<file path="src/rtl/crm_pkg.sv">
package crm_pkg;
  typedef enum logic [1:0] {
    ST_OFF = 2'd0,
    ST_DLY = 2'd1,
    ST_ON  = 2'd2
  } seq_st_e;
endpackage

</file>
<file path="src/rtl/crm_zcd_qual.sv">
module crm_zcd_qual #(
  parameter int ZCD_W  = 8,
  parameter int ZCD_HI = 150,
  parameter int ZCD_LO = 140
) (
  input  logic             clk,
  input  logic             rst_n,
  input  logic             en,
  input  logic [ZCD_W-1:0] code,
  output logic             fall_evt
);
  logic det_flag;
  logic above_hi, below_lo;

  assign above_hi = code > ZCD_W'(ZCD_HI);
  assign below_lo = code < ZCD_W'(ZCD_LO);

  always_ff @(posedge clk or negedge rst_n) begin
    if (!rst_n)        det_flag <= 1'b0;
    else if (!en)      det_flag <= 1'b0;
    else if (above_hi) det_flag <= 1'b1;
    else if (below_lo) det_flag <= 1'b0;
  end

  // a falling edge is the cycle in which a set flag is about to clear
  assign fall_evt = en & det_flag & below_lo;

  assert_flag_rise_R1: assert property (@(posedge clk) disable iff (!rst_n)
    $rose(det_flag) |-> $past(code) > ZCD_W'(ZCD_HI));
  assert_flag_fall_R1: assert property (@(posedge clk) disable iff (!rst_n)
    $fell(det_flag) |-> ($past(code) < ZCD_W'(ZCD_LO) || !$past(en)));
endmodule

</file>
<file path="src/rtl/crm_sat_timer.sv">
module crm_sat_timer #(
  parameter int LIMIT     = 15,
  parameter bit RESET_SAT = 1'b0
) (
  input  logic clk,
  input  logic rst_n,
  input  logic clear,
  input  logic preset,
  output logic done
);
  localparam int W = $clog2(LIMIT + 2);
  logic [W-1:0] cnt;

  always_ff @(posedge clk or negedge rst_n) begin
    if (!rst_n)                   cnt <= RESET_SAT ? W'(LIMIT) : '0;
    else if (preset)              cnt <= W'(LIMIT);
    else if (clear)               cnt <= '0;
    else if (cnt != W'(LIMIT))    cnt <= cnt + W'(1);
  end

  assign done = (cnt == W'(LIMIT));
endmodule

</file>
<file path="src/rtl/crm_ontime.sv">
module crm_ontime #(
  parameter int CTRL_W   = 12,
  parameter int CTRL_MAX = 650,
  parameter int CTRL_MIN = 100
) (
  input  logic              clk,
  input  logic              rst_n,
  input  logic              run,
  input  logic [CTRL_W-1:0] ctrl_word,
  output logic              ctrl_ok,
  output logic              expire
);
  localparam int SAW_W = $clog2(CTRL_MAX + 2);
  localparam int CMP_W = (SAW_W + 1 > CTRL_W) ? SAW_W + 1 : CTRL_W;

  logic [SAW_W-1:0]  saw;
  logic [SAW_W:0]    saw_inc;
  logic [CTRL_W-1:0] ctrl_eff;

  assign ctrl_eff = (ctrl_word > CTRL_W'(CTRL_MAX)) ? CTRL_W'(CTRL_MAX) : ctrl_word;
  assign ctrl_ok  = ctrl_eff >= CTRL_W'(CTRL_MIN);
  assign saw_inc  = (SAW_W + 1)'(saw) + (SAW_W + 1)'(1);
  assign expire   = CMP_W'(saw_inc) >= CMP_W'(ctrl_eff);

  // sawtooth sits at zero outside the on-time and ramps one count per cycle
  always_ff @(posedge clk or negedge rst_n) begin
    if (!rst_n)                        saw <= '0;
    else if (!run)                     saw <= '0;
    else if (saw != SAW_W'(CTRL_MAX))  saw <= saw + SAW_W'(1);
  end

  assert_saw_bound_R6: assert property (@(posedge clk) disable iff (!rst_n)
    run |-> saw < SAW_W'(CTRL_MAX));
endmodule

</file>
<file path="src/rtl/crm_gate_seq.sv">
module crm_gate_seq
  import crm_pkg::*;
#(
  parameter int ZCD_W       = 8,
  parameter int ZCD_HI      = 150,
  parameter int ZCD_LO      = 140,
  parameter int CTRL_W      = 12,
  parameter int CTRL_MAX    = 650,
  parameter int CTRL_MIN    = 100,
  parameter int DLY_CYC     = 15,
  parameter int BLANK_CYC   = 330,
  parameter int RESTART_CYC = 15000
) (
  input  logic              clk,
  input  logic              rst_n,
  input  logic              en,
  input  logic [ZCD_W-1:0]  zcd_code,
  input  logic              ocp,
  input  logic [CTRL_W-1:0] ctrl_word,
  output logic              gate,
  output logic              restart_pulse,
  output logic              zcd_ignored
);
  seq_st_e st, st_n;
  logic zcd_fall, blank_done, restart_done, dly_done;
  logic ctrl_ok, expire;
  logic edge_ok, start_req, enter_on;

  crm_zcd_qual #(.ZCD_W(ZCD_W), .ZCD_HI(ZCD_HI), .ZCD_LO(ZCD_LO)) u_zcd (
    .clk(clk), .rst_n(rst_n), .en(en), .code(zcd_code), .fall_evt(zcd_fall));

  // cycles since last gate rise; saturated (open) while disabled
  crm_sat_timer #(.LIMIT(BLANK_CYC - 1), .RESET_SAT(1'b1)) u_blank (
    .clk(clk), .rst_n(rst_n), .clear(enter_on), .preset(!en), .done(blank_done));

  // off-time watchdog
  crm_sat_timer #(.LIMIT(RESTART_CYC - 1), .RESET_SAT(1'b0)) u_restart (
    .clk(clk), .rst_n(rst_n), .clear(!en || st != ST_OFF || start_req),
    .preset(1'b0), .done(restart_done));

  // turn-on delay
  crm_sat_timer #(.LIMIT(DLY_CYC - 1), .RESET_SAT(1'b0)) u_dly (
    .clk(clk), .rst_n(rst_n), .clear(st != ST_DLY), .preset(1'b0), .done(dly_done));

  crm_ontime #(.CTRL_W(CTRL_W), .CTRL_MAX(CTRL_MAX), .CTRL_MIN(CTRL_MIN)) u_ontime (
    .clk(clk), .rst_n(rst_n), .run(st == ST_ON), .ctrl_word(ctrl_word),
    .ctrl_ok(ctrl_ok), .expire(expire));

  assign edge_ok   = zcd_fall && blank_done;
  assign start_req = en && (st == ST_OFF) && (edge_ok || restart_done);
  assign enter_on  = en && (st == ST_DLY) && dly_done;

  always_comb begin
    st_n = st;
    if (!en) st_n = ST_OFF;
    else begin
      unique case (st)
        ST_OFF: if (start_req && ctrl_ok) st_n = ST_DLY;
        ST_DLY: if (dly_done)             st_n = ST_ON;
        ST_ON:  if (ocp || expire)        st_n = ST_OFF;
        default:                          st_n = ST_OFF;
      endcase
    end
  end

  always_ff @(posedge clk or negedge rst_n) begin
    if (!rst_n) begin
      st            <= ST_OFF;
      restart_pulse <= 1'b0;
      zcd_ignored   <= 1'b0;
    end else begin
      st            <= st_n;
      // an edge in the same cycle takes precedence over the timeout
      restart_pulse <= start_req && ctrl_ok && !edge_ok;
      zcd_ignored   <= en && (st == ST_OFF) && zcd_fall && !blank_done;
    end
  end

  assign gate = (st == ST_ON);

  assert_en_off_R9: assert property (@(posedge clk) disable iff (!rst_n)
    !en |=> !gate);
  assert_ocp_cut_R8: assert property (@(posedge clk) disable iff (!rst_n)
    (gate && ocp) |=> !gate);
  assert_rise_after_delay_R2: assert property (@(posedge clk) disable iff (!rst_n)
    $rose(gate) |-> $past(st) == ST_DLY);
  assert_restart_while_off_R4: assert property (@(posedge clk) disable iff (!rst_n)
    restart_pulse |-> !gate);
  assert_flags_apart_R11: assert property (@(posedge clk) disable iff (!rst_n)
    $onehot0({restart_pulse, zcd_ignored}));
endmodule

</file>
<file path="config.mk">
export PLATFORM = sky130hd
export DESIGN_NAME = crm_gate_seq
export DESIGN_NICKNAME = d
export VERILOG_FILES = /design/src/rtl/crm_pkg.sv /design/src/rtl/crm_zcd_qual.sv /design/src/rtl/crm_sat_timer.sv /design/src/rtl/crm_ontime.sv /design/src/rtl/crm_gate_seq.sv
export SDC_FILE = /design/constraint.sdc
export NUM_CORES = 1
export LEC_CHECK = 0
export BUFFER_PORTS_ARGS = -buffer_cell sky130_fd_sc_hd__buf_2
export CAP_MARGIN = 20
export CORE_MARGIN = 4
export CORE_UTILIZATION = 30
export CTS_CLUSTER_SIZE = 40
export DETAILED_ROUTE_END_ITERATION = 12
export PLACE_DENSITY = 0.48
export SKIP_CTS_REPAIR_TIMING = 1
export SLEW_MARGIN = 20
export SYNTH_ARGS = -nofsm -noshare
export SYNTH_HDL_FRONTEND = slang
export SYNTH_HIERARCHICAL = 1
export SYNTH_SLANG_ARGS = --single-unit
</file>
<file path="constraint.sdc">
create_clock -name clk -period 6.5 [get_ports clk]
set_input_delay 1.3 -clock clk [delete_from_list [all_inputs] [get_ports clk]]
set_output_delay 1.3 -clock clk [all_outputs]
set_load 0.05 [all_outputs]
</file>
Yosys cells after proc, flatten, opt, wreduce, memory -nomap -nowiden
Index checks and enable logic that the tools add are counted.

storage, ports and cells
  flip-flop bits (word level) = 42
  input bits = 24
  output and inout bits = 3
  logic and storage cells = 75

operators by class
  add/sub/neg operators = 5
  magnitude comparators = 5
  eq/ne operators = 16
  muxes and demuxes = 18
  bitwise operators = 2
  reductions and logical operators = 21

operators with widths
  kind                                                                 count
  2-to-1 mux 14 bit                                                    2
  2-to-1 mux 9 bit                                                     3
  2-to-1 mux 10 bit                                                    2
  adder 14 x 1 -> 14 bit (second input constant)                       1
  equality test 14 bit (second input constant)                         1
  != test 14 bit (second input constant)                               1
  greater-or-equal comparator 11 x 12 -> 1 bit                         1
  greater-or-equal comparator 12 x 7 -> 1 bit (second input constant)  1
  > comparator 12 x 10 -> 1 bit (second input constant)                1
  2-to-1 mux 12 bit                                                    1
  adder 10 x 1 -> 11 bit (second input constant)                       1
  adder 10 x 1 -> 10 bit (second input constant)                       1
  != test 10 bit (second input constant)                               1
  adder 9 x 1 -> 9 bit (second input constant)                         1
  equality test 9 bit (second input constant)                          1
  logical AND 1 bit                                                    9
  != test 3 bit (second input constant)                                3
  != test 9 bit (second input constant)                                1
  > comparator 8 bit (second input constant)                           1
  < comparator 8 bit (second input constant)                           1
  2-to-1 mux 2 bit                                                     4
  2-to-1 mux 4 bit                                                     2
  != test 3 x 1 -> 1 bit (second input constant)                       2
  one-hot mux 2 bit (3 select lines)                                   1
  other kinds (14)                                                     24

Longest topological paths before layout
Gate-level depths: netlist of the first run.

  word-level depth = 9
  depth in mapped cells = 11
  mapped depth without buffers = 11

Cells and area by module
The synthesis of the first run kept the hierarchy.

by module, submodules not included
  module                     times used  cells each  area each (µm²)  sequential area each (µm²)
  crm_ontime                 1           101         933.4            250.2
  crm_sat_timer (u_restart)  1           72          765.7            350.3
  crm_sat_timer (u_blank)    1           53          499.2            230.2
  crm_sat_timer (u_dly)      1           21          232.7            100.1
  crm_gate_seq               1           22          224.0            100.1
  crm_zcd_qual               1           8           86.3             25.0

Least setup slack after synthesis of the first run
No wires, ideal clock.

  path kind = input to register
  start point = input port ctrl_word[11]
  end point = register st[1]
  library setup time = 0.077 ns
  arrival time = 3.552 ns
  required time = 6.423 ns
  setup slack = 2.870 ns
  cell stages on the path = 11
  buffers on the path = 0
  cell sequence = nor2_1 -> and4b_1 -> a41o_1 -> and3_1 -> ha_1 -> nand2b_1 -> a2111oi_0 -> a211o_1 -> a21oi_1 -> or4b_1 -> a21oi_1

on the way
  longest elaborated chain between the ends = 6
  elaborated cells between the ends (all ways) = 9
  those cells by class = order compare: 3; eq/ne: 2; mux: 1; reduce/logical: 3

RTL lines
  item                                            line                source
  start: declaration                              crm_gate_seq.sv:19  input logic [CTRL_W-1:0] ctrl_word,
  > comparator 12 x 10 -> 1 bit                   crm_ontime.sv:20    assign ctrl_eff = (ctrl_word > CTRL_W'(CTRL_MAX)) ? CTRL_W'(CTRL_MAX) : ctrl_word;
  2-to-1 mux 12 bit *                             crm_ontime.sv:20
  greater-or-equal comparator 11 x 12 -> 1 bit *  crm_ontime.sv:23    assign expire = CMP_W'(saw_inc) >= CMP_W'(ctrl_eff);
  net expire                                      crm_gate_seq.sv:26  logic ctrl_ok, expire;
  logical OR 1 bit *                              crm_gate_seq.sv:60  ST_ON: if (ocp || expire) st_n = ST_OFF;
  != test 3 bit (no source line) *                -
  AND reduction 3 bit (no source line) *          -
  end signal: assignment                          crm_gate_seq.sv:72  st <= st_n;
  end: declaration                                crm_gate_seq.sv:24  seq_st_e st, st_n;

Mark *: on every way through the listed nets, which the timed path passes. The rest lies on a longest branch.
A chain may end at the register's enable or synchronous reset.

Worst setup path in the final report of the first run
Ends and elaborated chain as after synthesis.

==> results.rst, run 1 <==
.. list-table::
   :header-rows: 1

   * - Metric
     - Value
   * - Status
     - completed
   * - R2R Path End
     - st[1]$_DFFE_PN0P_
   * - Setup violators final
     - 0
   * - Hold Path Origin
     - u_blank/cnt[7]$_DFFE_PN0P_
   * - Transition at the pin with the smallest max-transition slack
     - between 0.5 and 0.6 ns
   * - Switching Share
     - 0.301
   * - Sequential power share
     - 0.507
   * - Final period utilization
     - 0.568
   * - H-tree depth
     - 2
   * - Top sig layer
     - met4
   * - Skew final
     - 0.00381 ns
   * - Setup slack, reg-to-reg
     - 3.71 ns
   * - Initial antenna violation count
     - 0
   * - Kind of capture point of the worst setup path
     - register
   * - DRT Pass-1 Iters
     - 4
   * - DRT antenna net count
     - 0
   * - Final Hold Vio Count
     - 0
   * - TritonCTS sink count
     - 42
   * - Met3 wire length
     - 133 um
   * - Final estimated routing congestion in global placement
     - 0.776
   * - Endpoint of the most critical setup path
     - st[1]$_DFFE_PN0P_
   * - Initial DRC Count
     - 102
   * - WL met2
     - between 2 and 3 mm
   * - Layout net count
     - approximately 360
   * - Lkg Pwr
     - 1.39 nW
   * - # rows
     - 34
   * - Multi-input gate area in the final layout
     - about 1700 um2
   * - Wire length reported by the detailed router
     - around 5.8 mm
   * - Number of top-level pins
     - 27
   * - Core outline area
     - 8810 um2
   * - Number of buffers inserted during clock tree synthesis
     - 5
   * - Clock transition at path regs
     - 0.08 ns
   * - Path class of the lowest-slack min-delay path
     - register to register
   * - Sequential share of the synthesized area
     - 0.385
   * - Max_cap viols
     - 0
   * - Setup repair after global routing missed its margin
     - no
   * - Combinational cell fraction of total power
     - 0.205
   * - Largest voltage drop on the vdd net
     - 0.0616 mV
   * - Achievable Freq
     - roughly 270 MHz
   * - Half-perimeter wire length after placement
     - 4.46 mm
   * - Worst r2r path cells
     - 9
   * - Share of synthesized registers carrying an async set or reset
     - 1.00
   * - Setup_tns
     - 0 ns
   * - N_diodes
     - 0
   * - Internal
     - 0.419 mW
   * - Via count normalized by instance count
     - 5.04
   * - Final max-slew violation count
     - 0
   * - Switching Power
     - 0.181 mW
   * - CP Data Arrival Time
     - 3.91 ns
   * - Synthesis-stage register bit count
     - 42
   * - Overall die width
     - 104 um
   * - Core occupancy in the finished layout
     - 0.357
   * - Synth warnings
     - 6
   * - TritonCTS clock tree
     - built
   * - Ratio of cells with drive above 1 in the final layout
     - 0.171
   * - Number of enable-type register cells in the synthesized netlist
     - 0
   * - Remaining max-slew budget at the tightest pin
     - 0.602
   * - Wire length on met1
     - 2.83 mm
   * - Worst setup startpoint
     - ctrl_word[11]
   * - Maximum fanout encountered on the critical timing path
     - 4
   * - Die Span Y
     - 104 um
   * - Starting density of the core
     - 0.311
   * - Reg2Reg Launch Point
     - u_ontime/saw[2]$_DFFE_PN0P_
   * - Total power divided by cell area
     - 191 nW/um2
   * - First-pass GRT wire length
     - ~10 mm
   * - Clock network fraction of total power
     - 0.287
   * - Max Root-Sink Buffers
     - 2
   * - Total area of sequential cells
     - 1060 um2
   * - Wirelength per Cell
     - roughly 14 um
   * - Largest net degree at the start of global routing
     - 43
   * - Data required time of the critical path
     - 6.72 ns
   * - Cell count after synthesis
     - 277
   * - Primary FF master, synth
     - dfrtp_1
   * - Post-Syn Area per Cell
     - 9.90 um2
   * - Number of unique standard cell types used by synthesis
     - 62
   * - Clock latency on the worst-skew pair
     - around 0.29 ns
   * - Remaining routing DRC violations
     - 0
   * - Mapped Area
     - 2740 um2
   * - Number of global-route vias before repair
     - ~2,200
   * - Clock root cell
     - clkbuf_8
   * - Area grow syn2layout
     - 14.6%
   * - Final Critical Period
     - 3.69 ns
   * - Buffers on Ports
     - 26
   * - Number of fill cells in the layout
     - 910
   * - Die Footprint
     - 10,700 um2
   * - Global-route congestion overflow total
     - 0
   * - Number of vias in the routed layout
     - 2,169
   * - Sort of element at the start of the critical path
     - primary input
   * - Crit Path Class
     - primary input to register
   * - Gr usage total
     - 0.115
==> metal layers <==
metal / vias to the layer above / global-route usage
li1: 1104 / -
met1: 1033 / 0.155
met2: 24 / 0.188
met3: 8 / 0.0211
met4: 0 / 0.0370
met5: - / 0
==> per-stage QoR <==
step                      setup WS [ns]  cell area [um2]  hold WS, ns  power, mW  std cells
after global placement             2.62             3030        0.580      0.430        421
after CTS                          2.80             3120        0.602      0.611        429
after global routing               2.59             3140        0.632      0.647        430
after floorplan                    2.87             2790        0.502      0.392        290
after detailed placement           2.48             3030        0.588      0.432        421
final                              2.81             3140        0.600      0.600        430
==> registers in the layout (all words and copies together), names as in the netlist <==
| register | flops |
|---|---|
| u_ontime/saw | 10 |
| u_zcd/det_flag | 1 |
| st | 2 |
| zcd_ignored | 1 |
| u_dly/cnt | 4 |
| restart_pulse | 1 |
| u_restart/cnt | 14 |
| u_blank/cnt | 9 |
==> cells in the mapped netlist (2+ instances only) <==
| cell | n | area (um2) |
|---|---|---|
| and3_1 | 8 | 50.1 |
| nand2b_1 | 5 | 31.3 |
| nor2_1 | 12 | 45.0 |
| a2111oi_0 | 3 | 26.3 |
| dfrtp_1 | 38 | 951 |
| o21a_1 | 2 | 15.0 |
| buf_4 | 2 | 15.0 |
| xor2_1 | 13 | 114 |
| and3_2 | 3 | 22.5 |
| o211ai_1 | 2 | 15.0 |
| dfstp_2 | 4 | 105 |
| a21oi_1 | 6 | 30.0 |
| a2111o_1 | 2 | 22.5 |
| or4_1 | 2 | 15.0 |
| mux2i_1 | 3 | 30.0 |
| nor3_1 | 5 | 25.0 |
| nand3_1 | 19 | 95.1 |
| nor4b_1 | 2 | 17.5 |
| ha_1 | 18 | 225 |
| conb_1 | 2 | 7.51 |
| a211oi_1 | 6 | 45.0 |
| inv_1 | 11 | 41.3 |
| nand4_1 | 10 | 62.6 |
| o21ai_0 | 13 | 65.1 |
| o21bai_1 | 11 | 82.6 |
| nand2_1 | 17 | 63.8 |
| and4_4 | 2 | 22.5 |
| and2_1 | 4 | 25.0 |
| xnor2_1 | 9 | 78.8 |
| a21o_1 | 2 | 15.0 |
| or3_1 | 5 | 31.3 |
| nor2b_1 | 6 | 37.5 |
==> worst max-delay path: stages <==
cell	delay, ns
buf_2	0.11
nor2_1	0.20
and4b_1	0.28
a41o_1	0.23
and3_1	0.16
ha_1	0.21
nand2b_1	0.13
a2111oi_0	0.44
a211o_1	0.16
a21oi_1	0.06
or4b_1	0.50
a21oi_1	0.13
==> cell usage in the layout (no fill, tap or decap), types with 8 or more instances in the layout <==
| master | instances |
|---|---|
| and3_1 | 8 |
| buf_2 | 26 |
| conb_1 | 15 |
| dfrtp_1 | 38 |
| ha_1 | 18 |
| inv_1 | 11 |
| nand2_1 | 17 |
| nand3_1 | 19 |
| nand4_1 | 10 |
| nor2_1 | 12 |
| o21ai_0 | 13 |
| o21bai_1 | 11 |
| xnor2_1 | 9 |
| xor2_1 | 13 |
==> how the worst min path moves through the flow <==
| stage | slack [ns] | cells after the start | to |
|---|---|---|---|
| 2_1_floorplan | 0.50 | 2 | st[1]$_DFFE_PN0P_ |
| 3_3_place_gp | 0.58 | 2 | u_restart/cnt[5]$_DFFE_PN0P_ |
| 6_report | 0.60 | 2 | u_blank/cnt[7]$_DFFE_PN0P_ |
| 4_1_cts | 0.60 | 2 | u_blank/cnt[7]$_DFFE_PN0P_ |
| 5_1_grt | 0.63 | 2 | u_dly/cnt[3]$_DFFE_PN0P_ |
| 3_5_place_dp | 0.59 | 2 | u_blank/cnt[7]$_DFFE_PN0P_ |
==> cell type report <==
class,instances,area share
clock buffer,7,0.0275
clock inverter,1,0.00159
inverter,11,0.0131
multi-input combinational,234,0.531
sequential,42,0.336
tap,108,0.0430
timing repair buffer,27,0.0478
==> cell families after synthesis <==
logic type	count (synthesis)	share of synthesized area
DFF	42	0.385
AOI/OAI and AO/OA	58	0.153
xor gates and xnor gates	23	0.0762
adders and majority gates	18	0.0822
muxes	3	0.0110
and+or+nand+nor	117	0.265
buffers and inverters	14	0.0246
other	2	0.00274
==> power groups by stage <==
| stage | logic, mW | clock network (mW) | registers, mW |
|---|---|---|---|
| floorplan | 0.0888 | 0 | 0.303 |
| global placement | 0.121 | 0 | 0.309 |
| detailed placement | 0.123 | 0 | 0.309 |
| CTS | 0.123 | 0.184 | 0.304 |
| global route | 0.145 | 0.194 | 0.309 |
| finish | 0.123 | 0.173 | 0.304 |
(Power assumes the default switching activity.)
==> run 2, diff against run 1 <==
- clock period: 6.5 -> 3.5 ns (I/O delays scaled with it)
==> run 2 against run 1 <==
  * Clock skew grew 0.00071 ns
  * Sequential power grew 86%
  * Critical path depth is the same
  * Global-route usage grew 0.44 points
  * Sequential share of layout area grew 0.27 points
  * Non-clock buffer count is the same
  * Flip-flop and latch count is the same
  * Core utilization shrank 0.28 points
  * Count of clock-buffer cells in the layout is the same
==> results.rst, run 2 (synthesis results as in run 1) <==
.. list-table::
   :header-rows: 1

   * - Metric
     - Value
   * - Status
     - completed
   * - Largest register FFs
     - 14
   * - Final Critical Period
     - ~3.1 ns
   * - Global-route congestion overflow total
     - 0
   * - Sum of buffers and inverters on the critical path
     - 1
   * - Minimum setup slack in the final design
     - 0.409 ns
   * - Overall die width
     - 104 um
   * - Final period utilization
     - 0.883
   * - Final estimated routing congestion in global placement
     - 0.778
   * - Final Hold Vio Count
     - 0
   * - Layout net count
     - 363
   * - Number of vias in the routed layout
     - between 2,000 and 2,500
   * - Worst path max stage delay
     - 0.49 ns
   * - Most prevalent standard cell on the critical path
     - a21oi_1
   * - First-pass GRT wire length
     - 10.8 mm
   * - Number of top-level pins
     - 27
   * - Maximum fanout encountered on the critical timing path
     - 4
   * - Core occupancy in the finished layout
     - 0.354
   * - Clock latency on the worst-skew pair
     - a little under 0.3 ns
   * - Switching Power
     - 0.330 mW
   * - Max Root-Sink Buffers
     - 2
   * - Initial antenna violation count
     - 0
   * - Achievable Freq
     - 324 MHz
   * - Ratio of cells with drive above 1 in the final layout
     - 0.165
   * - Sort of element at the start of the critical path
     - primary input
   * - Die Footprint
     - 10,700 um2
   * - Internal
     - 0.755 mW
   * - Area grow syn2layout
     - 13.6%
   * - Filler-free cell count of the finished design
     - 429
   * - TritonCTS clock tree
     - built
   * - Most common cell after layout, fill and taps aside
     - dfrtp_1
   * - Setup Slack @ Placement
     - 0.103 ns
   * - Switching Share
     - 0.304
   * - Post-route design area
     - slightly above 3000 um2
   * - Number of cells in the design after placement
     - around 420
   * - Final max-slew violation count
     - 0
   * - Starting density of the core
     - 0.311
   * - Largest voltage drop on the vdd net
     - around 0.14 mV
   * - # rows
     - 34
   * - Path class of the lowest-slack min-delay path
     - primary input to asynchronous set/reset pin
   * - Number of global-route vias before repair
     - 2,242
   * - Dpl cell area
     - 3040 um2
   * - N_diodes
     - 0
   * - Remaining routing DRC violations
     - 0
   * - Total power divided by cell area
     - approximately 350 nW/um2
   * - DRT antenna net count
     - 0
   * - Setup_tns
     - 0 ns
   * - Setup repair after global routing missed its margin
     - no
   * - Buffers on Ports
     - 26
   * - Sequential power share
     - 0.520
   * - Setup violators final
     - 0
   * - H-tree depth
     - 2
   * - Wirelength per Cell
     - 13.8 um
   * - Via count normalized by instance count
     - 5.12
   * - Transition at the pin with the smallest max-transition slack
     - 0.553 ns
   * - Gate family responsible for the most delay along the worst path
     - simple AND/OR/NAND/NOR gates
   * - Kind of capture point of the worst setup path
     - register
   * - Max_cap viols
     - 0
   * - DRT Pass-1 Iters
     - 4
   * - Largest net degree at the start of global routing
     - 43
   * - Post-route total power
     - approximately 1.1 mW
   * - CP Data Arrival Time
     - between 3 and 4 ns
   * - Data required time of the critical path
     - 3.72 ns
   * - TritonCTS sink count
     - 42
   * - Die Span Y
     - 104 um
   * - Worst hold slack
     - 0.379 ns
   * - Half-perimeter wire length after placement
     - 4.47 mm
   * - Commonest cells after routing, fill and taps aside
     - dfrtp_1, buf_2, nand3_1, ha_1, nand2_1
   * - Clock root cell
     - clkbuf_8
   * - Combinational cell fraction of total power
     - 0.208
   * - Skew final
     - 0.00452 ns
   * - Clock network fraction of total power
     - 0.272
   * - Ordered list of cells on the worst path
     - buf_2 > nor2_1 > and4b_1 > a41o_1 > and3_1 > ha_1 > nand2b_1 > a2111oi_0 > a211o_1 > a21oi_1 > or4b_1 > a21oi_1
   * - Top flop regs
     - u_restart/cnt: 14 flops, u_ontime/saw: 10 flops, u_blank/cnt: 9 flops
   * - Clock transition at path regs
     - 0.08 ns
   * - Core outline area
     - between 8000 and 9000 um2
   * - Library cell contributing the largest single delay on the critical path
     - or4b_1
   * - Top reg by flops
     - u_restart/cnt
   * - Crit Path Class
     - primary input to register
   * - Initial DRC Count
     - 91
   * - Wire length reported by the detailed router
     - between 5 and 6 mm
   * - Lkg Pwr
     - 1.38 nW
   * - Number of buffers inserted during clock tree synthesis
     - 5
   * - Remaining max-slew budget at the tightest pin
     - 0.632
   * - Gr usage total
     - 0.120
run 2: changes by cell type in the layout (fill, tap and decap cells not counted), sizes merged:
cell    before  now
clkinv       1    0
run 2: worst paths after layout:
check / slack (ns) / startpoint / depth (start not counted) / endpoint
worst min-delay path: 0.38 / rst_n / 1 / u_blank/cnt[2]$_DFFE_PN0P_
worst min register to register: 0.60 / u_blank/cnt[7]$_DFFE_PN0P_ / 2 / u_blank/cnt[7]$_DFFE_PN0P_
max in group asynchronous: 2.72 / rst_n / 1 / u_restart/cnt[4]$_DFFE_PN0P_
worst max register to register: 0.72 / u_ontime/saw[2]$_DFFE_PN0P_ / 9 / st[1]$_DFFE_PN0P_
min in group clk: 0.60 / u_blank/cnt[7]$_DFFE_PN0P_ / 2 / u_blank/cnt[7]$_DFFE_PN0P_
worst max-delay path: 0.41 / ctrl_word[11] / 12 / st[1]$_DFFE_PN0P_
run 2: layout make-up:
| type | instances | area, um2 |
|---|---|---|
| clock buffers | 7 | 76.3 |
| fillers | 910 | 5690 |
| inverters | 11 | 41.3 |
| multi-input cells | 234 | 1670 |
| flip-flops and latches | 42 | 1060 |
| well taps | 108 | 135 |
| repair buffers | 27 | 140 |
run 2: routing by layer:
layer	routed length, um	global-route usage	part of all wire
met5	0	0	0
met4	97	0.0399	0.016
met3	158	0.0243	0.027
met2	2800	0.196	0.47
met1	2850	0.159	0.48
run 2: power groups by stage:
| stage | sequential, mW | combinational, mW | clock, mW |
|---|---|---|---|
| after CTS | 0.565 | 0.230 | 0.319 |
| after global routing | 0.573 | 0.266 | 0.338 |
| final | 0.565 | 0.226 | 0.295 |
| after detailed placement | 0.574 | 0.229 | 0 |
| after global placement | 0.573 | 0.225 | 0 |
| after floorplan | 0.563 | 0.165 | 0 |
